==> src/rtl/rx_pkg.sv <==
package rx_pkg;
  localparam int CHAR_W = 9;

  typedef enum logic [1:0] {
    NINTH_OFF    = 2'd0,
    NINTH_PARITY = 2'd1,
    NINTH_ADDR   = 2'd2
  } ninth_mode_e;

  typedef struct packed {
    logic              frame_err;
    logic              parity_err;
    logic [CHAR_W-1:0] data;
  } rx_char_t;
endpackage

==> src/rtl/rx_baud_tick.sv <==
module rx_baud_tick #(
  parameter int DIV_W = 16
) (
  input  logic             clk,
  input  logic             rst_n,
  input  logic [DIV_W-1:0] div,
  output logic             tick
);
  logic [DIV_W-1:0] cnt_q, cnt_d;
  logic             wrap;

  assign wrap = (cnt_q >= div);
  assign tick = wrap;

  always_comb begin
    cnt_d = wrap ? '0 : cnt_q + DIV_W'(1);
  end

  always_ff @(posedge clk or negedge rst_n) begin
    if (!rst_n) cnt_q <= '0;
    else        cnt_q <= cnt_d;
  end
endmodule

==> src/rtl/rx_deframer.sv <==
module rx_deframer
  import rx_pkg::*;
#(
  parameter int OSR = 16
) (
  input  logic     clk,
  input  logic     rst_n,
  input  logic     tick,
  input  logic     rx_bit,
  input  logic     cfg_seven,
  input  logic     ninth_en,
  input  logic     parity_chk,
  input  logic     cfg_odd,
  output logic     done_o,
  output rx_char_t char_o
);
  localparam int SW = $clog2(OSR);
  localparam logic [SW-1:0] MID  = SW'(OSR/2 - 1);
  localparam logic [SW-1:0] LAST = SW'(OSR - 1);

  typedef enum logic [2:0] {S_IDLE, S_START, S_DATA, S_NINTH, S_STOP} st_e;

  st_e         st_q, st_d;
  logic [SW-1:0] sc_q, sc_d;
  logic [2:0]  bc_q, bc_d;
  logic [7:0]  sh_q, sh_d;
  logic        nb_q, nb_d;
  logic        done_q, done_d;
  rx_char_t    char_q, char_d;
  logic        last_bit;
  logic [7:0]  data_fin;

  assign last_bit = cfg_seven ? (bc_q == 3'd6) : (bc_q == 3'd7);
  assign data_fin = cfg_seven ? {1'b0, sh_q[7:1]} : sh_q;

  always_comb begin
    st_d   = st_q;
    sc_d   = sc_q;
    bc_d   = bc_q;
    sh_d   = sh_q;
    nb_d   = nb_q;
    done_d = 1'b0;
    char_d = char_q;
    case (st_q)
      S_IDLE: begin
        if (tick && !rx_bit) begin
          st_d = S_START;
          sc_d = '0;
        end
      end
      S_START: begin
        if (tick) begin
          if (sc_q == MID) begin
            sc_d = '0;
            bc_d = '0;
            st_d = rx_bit ? S_IDLE : S_DATA;
          end else begin
            sc_d = sc_q + SW'(1);
          end
        end
      end
      S_DATA: begin
        if (tick) begin
          if (sc_q == LAST) begin
            sc_d = '0;
            sh_d = {rx_bit, sh_q[7:1]};
            bc_d = bc_q + 3'd1;
            if (last_bit) st_d = ninth_en ? S_NINTH : S_STOP;
          end else begin
            sc_d = sc_q + SW'(1);
          end
        end
      end
      S_NINTH: begin
        if (tick) begin
          if (sc_q == LAST) begin
            sc_d = '0;
            nb_d = rx_bit;
            st_d = S_STOP;
          end else begin
            sc_d = sc_q + SW'(1);
          end
        end
      end
      S_STOP: begin
        if (tick) begin
          if (sc_q == LAST) begin
            sc_d              = '0;
            st_d              = S_IDLE;
            done_d            = 1'b1;
            char_d.data       = {ninth_en & nb_q, data_fin};
            char_d.parity_err = parity_chk & ((^data_fin) ^ nb_q ^ cfg_odd);
            char_d.frame_err  = ~rx_bit;
          end else begin
            sc_d = sc_q + SW'(1);
          end
        end
      end
      default: st_d = S_IDLE;
    endcase
  end

  always_ff @(posedge clk or negedge rst_n) begin
    if (!rst_n) begin
      st_q   <= S_IDLE;
      sc_q   <= '0;
      bc_q   <= '0;
      done_q <= 1'b0;
    end else begin
      st_q   <= st_d;
      sc_q   <= sc_d;
      bc_q   <= bc_d;
      done_q <= done_d;
    end
  end

  always_ff @(posedge clk) begin
    sh_q   <= sh_d;
    nb_q   <= nb_d;
    char_q <= char_d;
  end

  assign done_o = done_q;
  assign char_o = char_q;
endmodule

==> src/rtl/rx_store.sv <==
module rx_store
  import rx_pkg::*;
#(
  parameter int DEPTH = 2,
  parameter int LW    = $clog2(DEPTH + 1)
) (
  input  logic          clk,
  input  logic          rst_n,
  input  logic          push,
  input  rx_char_t      push_char,
  input  logic          pop,
  input  logic          ovr_clear,
  output rx_char_t      head,
  output logic          nonempty,
  output logic          full,
  output logic [LW-1:0] level,
  output logic          overrun
);
  localparam int PW = (DEPTH > 1) ? $clog2(DEPTH) : 1;
  localparam logic [PW-1:0] PLAST = PW'(DEPTH - 1);

  rx_char_t       mem_q [DEPTH];
  logic [DEPTH-1:0] we;
  logic [PW-1:0]  wr_q, wr_d, rd_q, rd_d;
  logic [LW-1:0]  lvl_q, lvl_d;
  logic           ovr_q, ovr_d;
  logic           can_write, push_ok, drop;

  assign full      = (lvl_q == LW'(DEPTH));
  assign nonempty  = (lvl_q != '0);
  assign can_write = !full || pop;
  assign push_ok   = push && can_write;
  assign drop      = push && !can_write;

  for (genvar g = 0; g < DEPTH; g++) begin : g_we
    assign we[g] = push_ok && (wr_q == PW'(g));
  end

  always_comb begin
    wr_d  = push_ok ? ((wr_q == PLAST) ? '0 : wr_q + PW'(1)) : wr_q;
    rd_d  = pop ? ((rd_q == PLAST) ? '0 : rd_q + PW'(1)) : rd_q;
    lvl_d = lvl_q + LW'(push_ok) - LW'(pop);
    ovr_d = drop ? 1'b1 : (ovr_clear ? 1'b0 : ovr_q);
  end

  always_ff @(posedge clk or negedge rst_n) begin
    if (!rst_n) begin
      wr_q  <= '0;
      rd_q  <= '0;
      lvl_q <= '0;
      ovr_q <= 1'b0;
    end else begin
      wr_q  <= wr_d;
      rd_q  <= rd_d;
      lvl_q <= lvl_d;
      ovr_q <= ovr_d;
    end
  end

  always_ff @(posedge clk) begin
    for (int i = 0; i < DEPTH; i++) begin
      if (we[i]) mem_q[i] <= push_char;
    end
  end

  assign head    = mem_q[rd_q];
  assign level   = lvl_q;
  assign overrun = ovr_q;
endmodule

==> src/rtl/serial_rx_core.sv <==
module serial_rx_core
  import rx_pkg::*;
#(
  parameter int DIV_W = 16,
  parameter int OSR   = 16,
  parameter int DEPTH = 2
) (
  input  logic             clk,
  input  logic             rst_n,
  input  logic             rx_line,
  input  logic [DIV_W-1:0] cfg_div,
  input  logic             cfg_seven,
  input  logic [1:0]       cfg_ninth,
  input  logic             cfg_odd,
  input  logic             cfg_invert,
  input  logic             addr_rearm,
  input  logic             ovr_clear,
  output logic             rd_valid,
  input  logic             rd_ready,
  output logic [CHAR_W-1:0] rd_data,
  output logic             rd_parity_err,
  output logic             rd_frame_err,
  output logic             overrun
);
  localparam int LVL_W = $clog2(DEPTH + 1);

  ninth_mode_e    mode;
  logic           rx_meta_q, rx_sync_q, rx_bit;
  logic           tick, char_done, accept, pop;
  logic           wait_q, wait_d;
  logic           store_full;
  logic [LVL_W-1:0] fill_lvl;
  rx_char_t       new_char, head_char;

  assign mode = ninth_mode_e'(cfg_ninth);

  always_ff @(posedge clk or negedge rst_n) begin
    if (!rst_n) begin
      rx_meta_q <= 1'b1;
      rx_sync_q <= 1'b1;
    end else begin
      rx_meta_q <= rx_line;
      rx_sync_q <= rx_meta_q;
    end
  end

  assign rx_bit = rx_sync_q ^ cfg_invert;

  rx_baud_tick #(.DIV_W(DIV_W)) u_tick (
    .clk  (clk),
    .rst_n(rst_n),
    .div  (cfg_div),
    .tick (tick)
  );

  rx_deframer #(.OSR(OSR)) u_deframer (
    .clk       (clk),
    .rst_n     (rst_n),
    .tick      (tick),
    .rx_bit    (rx_bit),
    .cfg_seven (cfg_seven),
    .ninth_en  ((mode == NINTH_PARITY) || (mode == NINTH_ADDR)),
    .parity_chk(mode == NINTH_PARITY),
    .cfg_odd   (cfg_odd),
    .done_o    (char_done),
    .char_o    (new_char)
  );

  always_comb begin
    wait_d = wait_q;
    if (addr_rearm) wait_d = 1'b1;
    else if (char_done && (mode == NINTH_ADDR) && new_char.data[CHAR_W-1]) wait_d = 1'b0;
  end

  always_ff @(posedge clk or negedge rst_n) begin
    if (!rst_n) wait_q <= 1'b1;
    else        wait_q <= wait_d;
  end

  assign accept = char_done &&
                  !((mode == NINTH_ADDR) && wait_q && !new_char.data[CHAR_W-1]);
  assign pop = rd_valid && rd_ready;

  rx_store #(.DEPTH(DEPTH), .LW(LVL_W)) u_store (
    .clk      (clk),
    .rst_n    (rst_n),
    .push     (accept),
    .push_char(new_char),
    .pop      (pop),
    .ovr_clear(ovr_clear),
    .head     (head_char),
    .nonempty (rd_valid),
    .full     (store_full),
    .level    (fill_lvl),
    .overrun  (overrun)
  );

  assign rd_data       = head_char.data;
  assign rd_parity_err = head_char.parity_err;
  assign rd_frame_err  = head_char.frame_err;
endmodule

==> config.mk <==
export PLATFORM = sky130hd
export DESIGN_NAME = serial_rx_core
export DESIGN_NICKNAME = d
export VERILOG_FILES = /design/src/rtl/rx_pkg.sv /design/src/rtl/rx_baud_tick.sv /design/src/rtl/rx_deframer.sv /design/src/rtl/rx_store.sv /design/src/rtl/serial_rx_core.sv
export SDC_FILE = /design/constraint.sdc
export NUM_CORES = 1
export LEC_CHECK = 0
export ABC_AREA = 1
export BUFFER_PORTS_ARGS = -buffer_cell sky130_fd_sc_hd__buf_2
export CORE_MARGIN = 2
export CORE_UTILIZATION = 30
export DETAILED_ROUTE_END_ITERATION = 10
export GPL_ROUTABILITY_DRIVEN = 0
export PLACE_DENSITY = 0.45
export SYNTH_ARGS = -nofsm -noshare
export SYNTH_HDL_FRONTEND = slang
export SYNTH_SLANG_ARGS = --single-unit
==> constraint.sdc <==
create_clock -name clk -period 4.1 [get_ports clk]
set_input_delay 0.205 -clock clk [delete_from_list [all_inputs] [get_ports clk]]
set_output_delay 0.205 -clock clk [all_outputs]
set_load 0.01 [all_outputs]
* Yosys cells after proc, flatten, opt, wreduce, memory -nomap -nowiden
Memories as Yosys holds them, arrays and structs flattened.
Index checks and enable logic that the tools add are counted.
W data, S select, Z words.
** Operators by class
- Equality and inequality tests :: 22
- $lt $le $gt $ge :: 1
- $add $sub $neg :: 7
- Bitwise gates (word level) :: 7
- Muxes and demuxes :: 43
- Reductions and logical operators :: 33
** Operators with widths (count)
- $mux W3 :: 15
- $ne A2 B1 Y1 const B :: 11
- $mux W4 :: 5
- $add A16 B1 Y16 const B :: 1
- $ge A16 B16 Y1 :: 1
- $mux W1 :: 16
- $mux W16 :: 1
- $pmux W3 S5 :: 1
- $pmux W4 S3 :: 1
- $logic_and A1 B1 Y1 :: 11
- $mux W11 :: 1
- $reduce_or A11 Y1 :: 1
- $reduce_and A10 Y1 :: 1
- $eq A3 B3 Y1 const B :: 3
- $reduce_and A3 Y1 :: 3
- $mux W8 :: 1
- $reduce_bool A2 Y1 :: 4
- $reduce_xor A8 Y1 :: 1
- $eq A3 B2 Y1 const B :: 2
- $pmux W3 S2 :: 1
- $logic_not A1 Y1 :: 5
- $reduce_and A5 Y1 :: 1
- $add A4 B1 Y4 const B :: 1
- $eq A2 B2 Y1 const B :: 2
- 17 further kinds :: 23
** Storage, ports and cells
- Memories kept :: 1
- Flip-flop bits (word level) :: 55
- Word-level logic and storage cells :: 131
- Bits of input ports :: 27
- RAM bits :: 22
** Memory list
- u_store.mem_q :: depth 2, width 11, read ports 1, clocked after Yosys merged registers in 0, write ports 1, line rx_store.sv:22 : rx_char_t mem_q [DEPTH];

* Longest topological paths before layout
- Depth in word-level cells :: 11
- Depth in mapped cells :: 17
- Depth with buffers taken out :: 17

* Hierarchy
Synthesis repeated with hierarchy kept, for this count alone.
** Second synthesis, totals
- Cells, all modules :: 441
- Area, all modules :: 4082.7 µm²
** Modules (own cells, without submodules)
- rx_deframer :: area an instance 1577.8 µm², cells each 189, instances 1, sequential area each 875.8 µm²
- rx_baud_tick :: area an instance 1253.7 µm², cells each 167, instances 1, sequential area each 400.4 µm²
- rx_store :: area an instance 1088.5 µm², cells each 66, instances 1, sequential area each 785.8 µm²
- serial_rx_core :: area an instance 162.7 µm², cells each 19, instances 1, sequential area each 78.8 µm²

* Worst setup path before layout
OpenSTA, ideal clock, no wires.
- Path type :: reg2reg
- Start point :: reg u_tick.cnt_q[3]
- End point :: reg u_deframer.char_q, in the netlist u_deframer.char_o[0], enable pin
- Required time :: 3722 ps
- Library setup time :: 378 ps
- Path slack :: 1807 ps
- Period minus slack after synthesis :: 2293 ps
- Arrival time :: 1915 ps
- Cell stages (with the launch flop) :: 14
- Path buffers :: 0
- Cells stage by stage :: dfrtp_1 > ha_1 > nand2_1 > nor2_1 > nor2_1 > nand2_1 > nand2_1 > nand2_1 > nand2_1 > nand2_2 > inv_2 > nor2_2 > inv_2 > nor2_1
** On the way
- Longest elaborated chain between the ends :: 2
** RTL lines
- from (decl) :: line rx_baud_tick.sv:9 : logic [DIV_W-1:0] cnt_q, cnt_d;
- from (signal assigned) :: line rx_baud_tick.sv:21 : else cnt_q <= cnt_d;
- $ge A16 B16 Y1 :: line rx_baud_tick.sv:12 : assign wrap = (cnt_q >= div);
- $reduce_and A3 Y1 (no source line)
- to (signal assigned) :: line rx_deframer.sv:120 : char_q <= char_d;
- to (decl) :: line rx_deframer.sv:29 : rx_char_t char_q, char_d;
Every way passes these cells.
A chain may end at the register's enable or synchronous reset.

* Worst setup path after layout
Same ends and word-level chain as after synthesis.

==> results.md <==
* Row Count at 42
* Yosys top cell area share at 31.7%
* RSZ-0062 raised after global routing: no
* Max VDD drop at 0.187 mV
* Max H-tree Level at 3
* Dpl hpwl at 5470 µm
* CTS root buffer: clkbuf_16
* Flop-to-flop setup slack at 1310 ps
* CTS buffer count at 9
* Crit path launch: u_tick.cnt_q[3]
* Register bit total from synthesis at 77
* PortBufs at 39
* Worst Path Max Fanout at 14
* Setup crit end: u_deframer.char_o[0]
* R2r endpoint: u_deframer.char_o[0]
* GR Util All Layers at 11.1%
* Final Hold Viols at 32
* First-pass GRT wire length at 12,600 µm
* Tmin final at 2790 ps
* Routed Antenna Nets at 0
* Final hold slack at -25.6 ps
* Top cells by area, synth: edfxtp_1 32%, dfrtp_1 20%, nand2_1 10%
* Seq/Total Area, Yosys at 53.9%
* Hold Buf Count CTS at 1
* Total Routed Length at 7280 µm
* Synth top cells by count: 106 x nand2_1, 60 x inv_1, 42 x edfxtp_1, 42 x nor2_1, 32 x dfrtp_1
* Total power at 2.49 mW
* Cell area after synthesis at 3970 µm²
* Warnings, synthesis at 0
* Die outline height at 119 µm
* DR DRC count at 0
* Post-CTS sizing at 0
* Reg2Reg Depth at 13
* Critical path type: register to register
* Syn_area_per_cell at 9.37 µm²
* Clk buf depth at 2
* Initial DRC count at 133
* Max-cap violations at 0
* Prevailing post-synth register cell: edfxtp_1
* Worst setup margin at 1310 ps
* Total global routing overflow at 0
* Via density at 4.19
* Crit. End Element: register
* Rel. slew slack at 34.2%
* Largest area contributor in the synthesized netlist: edfxtp_1
* IO Pins at 40
* Initial antenna violation count at 0
* WP data arrival at 2750 ps
* Worst slew pin tran at 983 ps
* Routed len/inst at 11.2 µm
* Core ar. at 13,100 µm²
* Fraction of layout cells with a size suffix above 1 at 18.7%
* Lkg Pwr at 2.21 nW
* Setup TNS at 0 ps
* Largest net degree at the start of global routing at 36
* Power Density at 532 nW/µm²
* Initial Util at 30.4%
* Syn Nets at 474
* Period utilization at 67.9%
* Top-count cell post-synth: nand2_1
* Synth unique cells at 37
* 1st-pass router iterations at 4
* Launch point of the worst reg-to-reg path: u_tick.cnt_q[3]
* Via Count at 2,733
* Synth Instances at 424
* F_max at 359 MHz
* Clock Sinks at 77
* CTS tree: done
* Diodes inserted at 0
* Hold WC Path Type: primary input to async pin
* Status: finished, violations left
* Failing checks: negative hold slack
* Asr flop ratio synth at 45.5%
* Die width at 119 µm
* WP data required at 4060 ps
* Place WS at 1270 ps
* Number of global-route vias before repair at 2,669
* Reg clk slew, reported paths at 60 ps
* Post-CTS setup buffers at 0
* Synth-to-Final Area Change at 17.8%
* Post-synth EDFFs at 42
* Die Area at 14,200 µm²
* Worst Skew at 5.82 ps
* Max-slew violations at 0
* Clk_lat worst skew at 330 ps
* Startpoint types: register
* Final setup violation count at 0
* Final Net Count at 521
[layer usage]
layer / share of wire, % / track usage (%) / routed length [µm] / vias to the layer above
li1: - / - / - / 1462
met1: 52 / 15.7 / 3790 / 1236
met2: 43 / 16.5 / 3150 / 28
met3: 3.0 / 2.78 / 222 / 7
met4: 1.6 / 4.24 / 120 / 0
met5: 0 / 0 / 0 / -
[cell usage in the layout, fill, tap and decap left out, types with 2 or more instances in the layout]
| cell type | count |
|---|---|
| inv_2 | 5 |
| o21ai_0 | 13 |
| a21oi_1 | 19 |
| clkinv_4 | 2 |
| inv_8 | 2 |
| nand3_2 | 2 |
| ha_1 | 23 |
| xnor2_1 | 5 |
| nand2_4 | 4 |
| edfxtp_1 | 42 |
| xor2_1 | 8 |
| inv_6 | 2 |
| inv_1 | 60 |
| nand2_1 | 106 |
| buf_2 | 39 |
| nor2_2 | 3 |
| nor3_1 | 9 |
| nor3_2 | 2 |
| dfrtp_1 | 32 |
| nor2_1 | 42 |
| nand3_1 | 14 |
| xnor2_2 | 2 |
| dfstp_2 | 3 |
| nand2_2 | 7 |
| clkbuf_16 | 9 |
| nand4_1 | 5 |
| o21ai_2 | 2 |
[where the power goes]
group / switching, mW / total [mW] / leakage, nW / internal (mW)
sequential: 0.0945 / 0.999 / 0.830 / 0.905
combinational: 0.435 / 0.686 / 1.23 / 0.251
clock: 0.326 / 0.806 / 0.152 / 0.481
[worst min path at each step]
stage                        from  cells after the start  slack (ps)            endpoint
after global routing        rst_n                      1          30     u_tick.cnt_q[9]
final                       rst_n                      1         -30  u_deframer.st_q[1]
after floorplan             rst_n                      0         -90  u_deframer.bc_q[0]
after global placement    rx_line                      1         310           rx_meta_q
after detailed placement  rx_line                      1         310           rx_meta_q
after CTS                   rst_n                      1          10  u_deframer.sc_q[1]
[stage by stage]
step | util [%] | cell area [µm²] | hold WS (ps) | instances
finish | 35.8 | 4680 | -25.6 | 652
global route | 35.8 | 4680 | 33.3 | 652
CTS | 35.8 | 4680 | 13.1 | 652
detailed placement | 33.4 | 4370 | 314 | 635
global placement | 33.4 | 4370 | 313 | 635
floorplan | - | 3970 | -90.6 | 424
[critical path, stage by stage (launching register included)]
cell and delay [ps]:
dfrtp_1 410, ha_1 310, nand2_1 70, nor2_1 110, nor2_1 40, nand2_1 50, nand2_1 40, nand2_1 90
nand2_1 120, nand2_2 270, inv_2 130, nor2_2 110, inv_2 70, nor2_1 590
[kinds of logic (layout without fill, tap and decap cells)]
| kind of cell | after synthesis | in the layout | synth area share [%] |
|---|---|---|---|
| xor+xnor | 15 | 15 | 3.68 |
| buf+inv | 70 | 122 | 7.02 |
| compound gates | 39 | 39 | 5.42 |
| fa+ha+maj | 23 | 23 | 7.24 |
| flops | 77 | 77 | 53.9 |
| simple gates | 200 | 200 | 22.8 |
[final cells by class]
class / instances / area (µm²)
Fill cell: 1316 / 8400
Sequential cell: 77 / 2140
Multi-Input combinational cell: 277 / 1550
Inverter: 66 / 255
Clock buffer: 9 / 225
Tap cell: 176 / 220
Timing Repair Buffer: 40 / 205
Clock inverter: 7 / 81.3
[state kept, by name (all words and copies together), names as in the netlist, 2 cells and up]
| signal | cells |
|---|---|
| u_deframer.bc_q | 3 |
| u_deframer.char_o | 11 |
| u_deframer.sh_q | 8 |
| u_store.mem_q | 22 |
| u_store.level | 2 |
| u_tick.cnt_q | 16 |
| u_deframer.st_q | 3 |
| u_deframer.sc_q | 4 |
(Power assumes the default switching activity.)
